### config.mk
export PLATFORM = sky130hd
export DESIGN_NAME = cl_align
export DESIGN_NICKNAME = d
export VERILOG_FILES = /design/src/rtl/cl_align_pkg.sv /design/src/rtl/cl_tap_line.sv /design/src/rtl/cl_shift_ctrl.sv /design/src/rtl/cl_align.sv
export SDC_FILE = /design/constraint.sdc
export NUM_CORES = 1
export LEC_CHECK = 0
export BUFFER_PORTS_ARGS = -buffer_cell sky130_fd_sc_hd__buf_2
export CAP_MARGIN = 10
export CELL_PAD_IN_SITES_DETAIL_PLACEMENT = 1
export CELL_PAD_IN_SITES_GLOBAL_PLACEMENT = 1
export CORE_MARGIN = 2
export CORE_UTILIZATION = 30
export DETAILED_ROUTE_END_ITERATION = 10
export GPL_ROUTABILITY_DRIVEN = 0
export PLACE_DENSITY_LB_ADDON = 0.3
export SYNTH_ARGS = -nofsm -noshare
export SYNTH_HDL_FRONTEND = slang
export SYNTH_SLANG_ARGS = --single-unit
### constraint.sdc
create_clock -name clk_i -period 5.3 [get_ports clk_i]
set_clock_uncertainty 0.05 [all_clocks]
set_input_delay 1.59 -clock clk_i [delete_from_list [all_inputs] [get_ports clk_i]]
set_output_delay 1.59 -clock clk_i [all_outputs]
set_load 0.02 [all_outputs]
### src/rtl/cl_align_pkg.sv
package cl_align_pkg;

  localparam int unsigned CODE_W = 3;

  typedef enum logic [CODE_W-1:0] {
    SHIFT_RSV_LO = 3'b000,
    SHIFT_ERL_2  = 3'b001,
    SHIFT_ERL_1  = 3'b010,
    SHIFT_NONE   = 3'b011,
    SHIFT_LATE_1 = 3'b100,
    SHIFT_LATE_2 = 3'b101,
    SHIFT_LATE_3 = 3'b110,
    SHIFT_RSV_HI = 3'b111
  } shift_code_e;

  // Chroma delay in chroma pixels, base (no shift) = early_px.
  function automatic int unsigned chroma_px(input logic [CODE_W-1:0] code,
                                            input int unsigned early_px);
    case (shift_code_e'(code))
      SHIFT_ERL_2:  chroma_px = early_px - 2;
      SHIFT_ERL_1:  chroma_px = early_px - 1;
      SHIFT_LATE_1: chroma_px = early_px + 1;
      SHIFT_LATE_2: chroma_px = early_px + 2;
      SHIFT_LATE_3: chroma_px = early_px + 3;
      default:      chroma_px = early_px;
    endcase
  endfunction

endpackage

### src/rtl/cl_tap_line.sv
module cl_tap_line #(
  parameter int unsigned WIDTH = 10,
  parameter int unsigned DEPTH = 4
) (
  input  logic                        clk_i,
  input  logic                        rst_ni,
  input  logic                        en_i,
  input  logic [WIDTH-1:0]            din_i,
  output logic [DEPTH:0][WIDTH-1:0]   taps_o
);

  logic [DEPTH-1:0][WIDTH-1:0] stage_q;

  assign taps_o[0] = din_i;

  for (genvar k = 0; k < DEPTH; k++) begin : g_stage
    always_ff @(posedge clk_i or negedge rst_ni) begin
      if (!rst_ni) begin
        stage_q[k] <= '0;
      end else if (en_i) begin
        stage_q[k] <= taps_o[k];
      end
    end
    assign taps_o[k+1] = stage_q[k];
  end

  AST_LINE_HOLD: assert property (@(posedge clk_i) disable iff (!rst_ni)
    !en_i |=> $stable(stage_q)) else $error("line advanced without strobe");

endmodule

### src/rtl/cl_shift_ctrl.sv
module cl_shift_ctrl #(
  parameter int unsigned PIX_SAMPLES = 2,
  parameter int unsigned EARLY_PX    = 2,
  parameter int unsigned LATE_PX     = 3,
  parameter int unsigned LUMA_LAT    = EARLY_PX * PIX_SAMPLES,
  parameter int unsigned CHROMA_MAX  = (EARLY_PX + LATE_PX) * PIX_SAMPLES,
  parameter int unsigned SEL_W       = $clog2(CHROMA_MAX + 1)
) (
  input  logic                              clk_i,
  input  logic                              rst_ni,
  input  logic                              valid_i,
  input  logic                              phase_i,
  input  logic [cl_align_pkg::CODE_W-1:0]   code_i,
  output logic [SEL_W-1:0]                  sel_o,
  output logic                              filled_o
);

  localparam int unsigned FILL_W = $clog2(LUMA_LAT + 1);
  localparam logic [SEL_W-1:0] BASE_SEL = SEL_W'(LUMA_LAT);

  logic [SEL_W-1:0]  act_q;
  logic [SEL_W-1:0]  req_sel;
  logic [FILL_W-1:0] fill_q;

  assign req_sel  = SEL_W'(cl_align_pkg::chroma_px(code_i, EARLY_PX) * PIX_SAMPLES);
  // New code only on the first sample of a chroma pixel.
  assign sel_o    = (valid_i && phase_i) ? req_sel : act_q;
  assign filled_o = (fill_q == FILL_W'(LUMA_LAT));

  always_ff @(posedge clk_i or negedge rst_ni) begin
    if (!rst_ni) begin
      act_q  <= BASE_SEL;
      fill_q <= '0;
    end else if (valid_i) begin
      act_q <= sel_o;
      if (!filled_o) fill_q <= fill_q + 1'b1;
    end
  end

  AST_PAIR_SAME_DELAY: assert property (@(posedge clk_i) disable iff (!rst_ni)
    (valid_i && !phase_i && $past(valid_i && phase_i)) |-> sel_o == $past(sel_o))
    else $error("pixel pair split");
  AST_FILL_RANGE: assert property (@(posedge clk_i) disable iff (!rst_ni)
    fill_q <= FILL_W'(LUMA_LAT)) else $error("fill overrun");
  AST_SEL_RANGE: assert property (@(posedge clk_i) disable iff (!rst_ni)
    sel_o <= SEL_W'(CHROMA_MAX)) else $error("delay out of range");

endmodule

### src/rtl/cl_align.sv
module cl_align #(
  parameter int unsigned DATA_W      = 10,
  parameter int unsigned PIX_SAMPLES = 2,
  parameter int unsigned EARLY_PX    = 2,
  parameter int unsigned LATE_PX     = 3
) (
  input  logic                              clk_i,
  input  logic                              rst_ni,
  input  logic                              valid_i,
  input  logic                              phase_i,
  input  logic [cl_align_pkg::CODE_W-1:0]   code_i,
  input  logic [DATA_W-1:0]                 luma_i,
  input  logic [DATA_W-1:0]                 chroma_i,
  output logic                              valid_o,
  output logic [DATA_W-1:0]                 luma_o,
  output logic [DATA_W-1:0]                 chroma_o
);

  localparam int unsigned LUMA_LAT   = EARLY_PX * PIX_SAMPLES;
  localparam int unsigned CHROMA_MAX = (EARLY_PX + LATE_PX) * PIX_SAMPLES;
  localparam int unsigned SEL_W      = $clog2(CHROMA_MAX + 1);

  logic [LUMA_LAT:0][DATA_W-1:0]   luma_taps;
  logic [CHROMA_MAX:0][DATA_W-1:0] chroma_taps;
  logic [SEL_W-1:0]                sel;
  logic                            filled;

  cl_shift_ctrl #(
    .PIX_SAMPLES(PIX_SAMPLES),
    .EARLY_PX   (EARLY_PX),
    .LATE_PX    (LATE_PX),
    .LUMA_LAT   (LUMA_LAT),
    .CHROMA_MAX (CHROMA_MAX),
    .SEL_W      (SEL_W)
  ) u_ctrl (
    .clk_i   (clk_i),
    .rst_ni  (rst_ni),
    .valid_i (valid_i),
    .phase_i (phase_i),
    .code_i  (code_i),
    .sel_o   (sel),
    .filled_o(filled)
  );

  cl_tap_line #(.WIDTH(DATA_W), .DEPTH(LUMA_LAT)) u_luma_line (
    .clk_i (clk_i),
    .rst_ni(rst_ni),
    .en_i  (valid_i),
    .din_i (luma_i),
    .taps_o(luma_taps)
  );

  cl_tap_line #(.WIDTH(DATA_W), .DEPTH(CHROMA_MAX)) u_chroma_line (
    .clk_i (clk_i),
    .rst_ni(rst_ni),
    .en_i  (valid_i),
    .din_i (chroma_i),
    .taps_o(chroma_taps)
  );

  always_ff @(posedge clk_i or negedge rst_ni) begin
    if (!rst_ni) begin
      valid_o  <= 1'b0;
      luma_o   <= '0;
      chroma_o <= '0;
    end else begin
      valid_o <= valid_i && filled;
      if (valid_i) begin
        luma_o   <= luma_taps[LUMA_LAT];
        chroma_o <= chroma_taps[sel];
      end
    end
  end

  AST_IDLE_NO_VALID: assert property (@(posedge clk_i) disable iff (!rst_ni)
    !valid_i |=> !valid_o) else $error("valid without input");
  AST_IDLE_HOLD: assert property (@(posedge clk_i) disable iff (!rst_ni)
    !valid_i |=> ($stable(luma_o) && $stable(chroma_o))) else $error("output moved while idle");
  AST_VALID_CAUSE: assert property (@(posedge clk_i) disable iff (!rst_ni)
    valid_o |-> $past(valid_i)) else $error("valid_o without source");

endmodule

* Yosys cells after proc, flatten, opt, wreduce, memory -nomap -nowiden
Index checks and enable logic that the tools add are counted. Widths: inputs -> output; s select.
Word-level totals: register bits 168, input port bits 27, output and inout bits 21, logic and storage cells 35
Operators by class: add/sub/neg operators 1, $lt $le $gt $ge 1, equal/unequal tests 6, muxes and demuxes 4, bitwise operators 1, reduce and logical (&&, ||, !) cells 3
Operator list (number):
- $bmux 10 s4 | 1
- $pmux 3 s5 | 1
- $eq 3x3->1 const B | 4
- $mux 10 | 1
- $lt 4x5->1 const B | 1
- $mux 4 | 1
- $add 3x1->3 const B | 1
- $eq 3x1->1 const B | 1
- $eq 3x2->1 const B | 1
- $logic_and 1x1->1 | 2
- $reduce_and 2->1 | 1
- $not 1->1 | 1

* Longest topological paths before layout
word-level depth 5, gate-level depth with buffers 8, mapped depth without buffers 5

* By module
A second synthesis with hierarchy kept.
Second synthesis, totals: cells, all modules 508, area, all modules 7537.2 um2
Modules (own cells, without submodules):
- cl_tap_line at u_chroma_line | times used 1, cells each 221, area each 3852.4 um2, seq. area each 2502.4 um2
- cl_align | times used 1, cells each 151, area each 1690.4 um2, seq. area each 525.5 um2
- cl_tap_line at u_luma_line | times used 1, cells each 94, area each 1571.5 um2, seq. area each 1001.0 um2
- cl_shift_ctrl | times used 1, cells each 42, area each 422.9 um2, seq. area each 176.4 um2

* Worst setup path after synthesis
OpenSTA, ideal clock, no wires.
path kind input -> register, from input valid_i, to register chroma_o[6], setup time 0.118 ns, arrival 2.924 ns, data required time 5.132 ns, path slack 2.208 ns, cell stages on the path 8, path buffers 3, path through buf_6 -> and2_1 -> buf_6 -> mux2i_1 -> buf_6 -> mux4_1 -> a22o_1 -> a21o_1
On the way: cells in the longest elaborated chain, start to end 4
RTL lines:
- from (decl) | RTL line cl_align.sv:9 | input logic valid_i,
- $logic_and 1x1->1 | RTL line cl_shift_ctrl.sv:27 | assign sel_o = (valid_i && phase_i) ? req_sel : act_q;
- $mux 4 | RTL line cl_shift_ctrl.sv:27
- $bmux 10 s4 | RTL line cl_align.sv:70 | chroma_o <= chroma_taps[sel];
- $mux 10 (not written as such) | RTL line cl_align.sv:70
- to (signal assigned) | RTL line cl_align.sv:70
- to (decl) | RTL line cl_align.sv:16 | output logic [DATA_W-1:0] chroma_o
Several ways; a longest one is shown, not always the timed one. The select of a mux whose other input is x is not followed. A chain may end at the register's enable or synchronous reset.

* Worst setup path in the final report
from input valid_i, to register chroma_o[4]
Same word-level chain as after synthesis.

==> results by group <==
Timing
  • Fmax: 0.268 GHz
  • Final Hold Vio Count: 0
  • Final Setup Violations: 0
  • Max Slew Vio Count: 0
  • Fin crit period: 3730 ps
  • Rel. slew slack: 0.337
  • Setup slack after layout: 1570 ps
  • Total negative slack: 0 ps
  • Fin crit share: 0.703
  • Measured slew at the worst slew-check pin: 990 ps
  • RSZ-0062 raised after global routing: no

Global route
  • Vias in the first global route: 4449
  • Initial antenna violation count: 0
  • First-pass GRT wire length: 23.8 mm
  • Largest net degree at the start of global routing: 106
  • Total GRT Usage: 0.117
  • Global route total overflow: 0

Setup path
  • CP Capture Type: register
  • Critical path launch point type: primary input
  • Kind of critical path: in2reg
  • WP buf/inv: 2
  • Arr. time, crit path: 3980 ps
  • Crit path cell chain: buf_6 -> and2_1 -> mux2i_2 -> buf_4 -> mux4_2 -> a22oi_1 -> nand2_1
  • CP delay by family, top: multiplexers
  • Critical Path RT: 5550 ps
  • Reg2reg setup slack: 2850 ps
  • Critical Path Slowest Stage Cell: mux2i_2
  • CP max FO: 52
  • Max incr delay on CP: 680 ps

Cells and area
  • Area of the multi-input gates: 2850 um^2
  • Ant diodes: 0
  • Share of layout cells above drive strength 1: 0.491
  • Layout area overhead: 15.5%
  • Sequential Area: 4210 um^2
  • Final layout net count: 544
  • Fill cells: 2453

Clock network
  • Clock Tree Buf Depth: 2
  • Clock transition at path regs: 70 ps
  • Setup bufs post-CTS: 0
  • Skew-Pair Late Insertion Delay: 420 ps
  • CTS tree: built
  • TritonCTS Sinks: 168
  • Num CTS Buffers: 17
  • Clock Tree Root: clkbuf_16
  • Post-CTS sizing: 0
  • H-tree Lvls: 4
  • Hold-fix buffers, CTS: 0

Routing
  • Drt initial violations: 156
  • Post-DRT Antenna Nets: 0
  • # DRC: 0
  • Pre-antenna DRT Iters: 4
  • Routed vias/inst: 4.76
  • Routed WL: 14.1 mm
  • WL per Instance: 16.6 um
  • Vias: 4033

Place
  • IO buf count: 47
  • Dpl hpwl: 9.02 mm
  • Setup WS pre-CTS: 1120 ps

Job
  • Maxcap violations: 0

Synthesis
  • Syn_area_per_cell: 15.3 um^2
  • Synth Cell Area: 7220 um^2
  • Ys Warns: 0
  • Seq/Total Area, Yosys: 0.583
  • Top FF cell, synth: dfrtp_1
  • Area share of the largest cell type after synthesis: 0.579
  • Share of flip-flops with an asynchronous set or reset: 1.00
  • Post-synth EDFFs: 0
  • Synth unique cells: 38
  • Synth Net Count: 501
  • Post-synthesis register bit count: 168
  • Largest cells by area after synthesis: dfrtp_1 58%, mux2_2 23%, mux4_2 5.6%, a22oi_1 1.9%, mux2i_1 1.8%
  • Post-Syn Instances: 472
  • Post-synth top area cell: dfrtp_1

Hold path
  • Min-Delay Path Class: reg2reg

Floorplanning
  • Initial Utilization: 0.307
  • Die footprint: 25300 um^2
  • Row cnt: 56
  • CORE AREA: 23500 um^2
  • Die W: 159 um
  • DIE HEIGHT: 159 um
  • Ports: 48

Power
  • Leak: 3.52 nW
  • Cell Pwr Density: 459 nW/um^2
  • VDD IR max: 0.197 mV

Run status
  • Status: completed
synth_stat cells, types with 2 or more instances:
cell	count
a22oi_1	18
nand2_1	12
mux2i_1	13
inv_1	7
a21o_1	3
a31oi_1	2
nor2_1	11
and3_1	2
buf_6	4
buf_2	3
a221o_1	9
mux4_2	18
ha_1	2
dfrtp_1	167
a21oi_1	6
clkbuf_1	13
mux2_2	149
a22o_1	2
o21ai_0	5
and2_1	2
buf_1	7
cell families after synthesis:
family / Yosys count / share of synthesized area
multiplexers: 182 / 0.312
AND/OR/NAND/NOR: 33 / 0.0229
flip-flops: 168 / 0.583
XOR/XNOR: 2 / 0.00243
buffers and inverters: 35 / 0.0234
adder cells (fa/ha/maj): 2 / 0.00347
AO/OA/AOI/OAI: 50 / 0.0529
power breakdown:
group / internal, mW / switching (mW) / leakage (nW)
combinational: 0.438 / 0.340 / 1.26
clock: 0.645 / 0.521 / 0.263
sequential: 1.64 / 0.243 / 2.00
sequential cells by signal, summed over array words and instances, names as in the netlist:
| register | cells |
|---|---|
| u_ctrl.fill_q | 3 |
| luma_o | 10 |
| valid_o | 1 |
| chroma_o | 10 |
| u_ctrl.act_q | 4 |
| u_chroma_line.taps_o | 100 |
| u_luma_line.taps_o | 40 |
worst register-to-register path: stages (launching register included):
cell and delay [ps]:
dfrtp_1 760, and2_4 550, mux4_1 630, a22o_1 210, a21o_1 150
path summary, 6_finish.rpt:
path,startpoint,end,depth (start not counted)
hold / removal,u_luma_line.taps_o[21],u_luma_line.taps_o[21],1
setup / recovery,valid_i,chroma_o[4],7
max in group asynchronous,rst_ni,u_luma_line.taps_o[24],2
hold reg to reg,u_luma_line.taps_o[21],u_luma_line.taps_o[21],1
setup reg to reg,u_ctrl.act_q[0],chroma_o[6],4
min in group asynchronous,rst_ni,u_chroma_line.taps_o[54],1
placed cells by master (no fill, tap or decap), types with 6 or more instances in the layout:
cell and n:
a22oi_1 18, nand2_1 12, a221o_1 9, clkbuf_16 17
mux2_2 149, mux4_2 18, a21oi_1 6, buf_2 45
nor2_1 11, mux2i_1 12, dfrtp_1 167, inv_1 7
per-layer routing:
| metal | wire, um | GRT usage |
|---|---|---|
| met1 | 6460 | 0.151 |
| met2 | 7100 | 0.196 |
| met3 | 326 | 0.0263 |
| met4 | 206 | 0.0376 |
| met5 | 0 | 0 |
metrics by stage:
step            util  cells  hold WS (ps)  power (mW)  area, um^2
2_1_floorplan      -    472           417        2.43        7220
3_3_place_gp   0.330    815           434        2.64        7780
3_5_place_dp   0.330    815           441        2.70        7780
4_1_cts        0.354    847           457        3.89        8340
5_1_grt        0.354    847           471        4.06        8340
6_report       0.354    847           451        3.83        8340
layout make-up:
| type | instances | area share |
|---|---|---|
| multi-input cells | 269 | 0.342 |
| repair buffers | 52 | 0.0357 |
| flip-flops and latches | 168 | 0.504 |
| well taps | 319 | 0.0479 |
| inverters | 7 | 0.00315 |
| clock inverters | 11 | 0.0110 |
| clock buffers | 21 | 0.0564 |
Note: power is estimated with default switching activity, not from simulation.
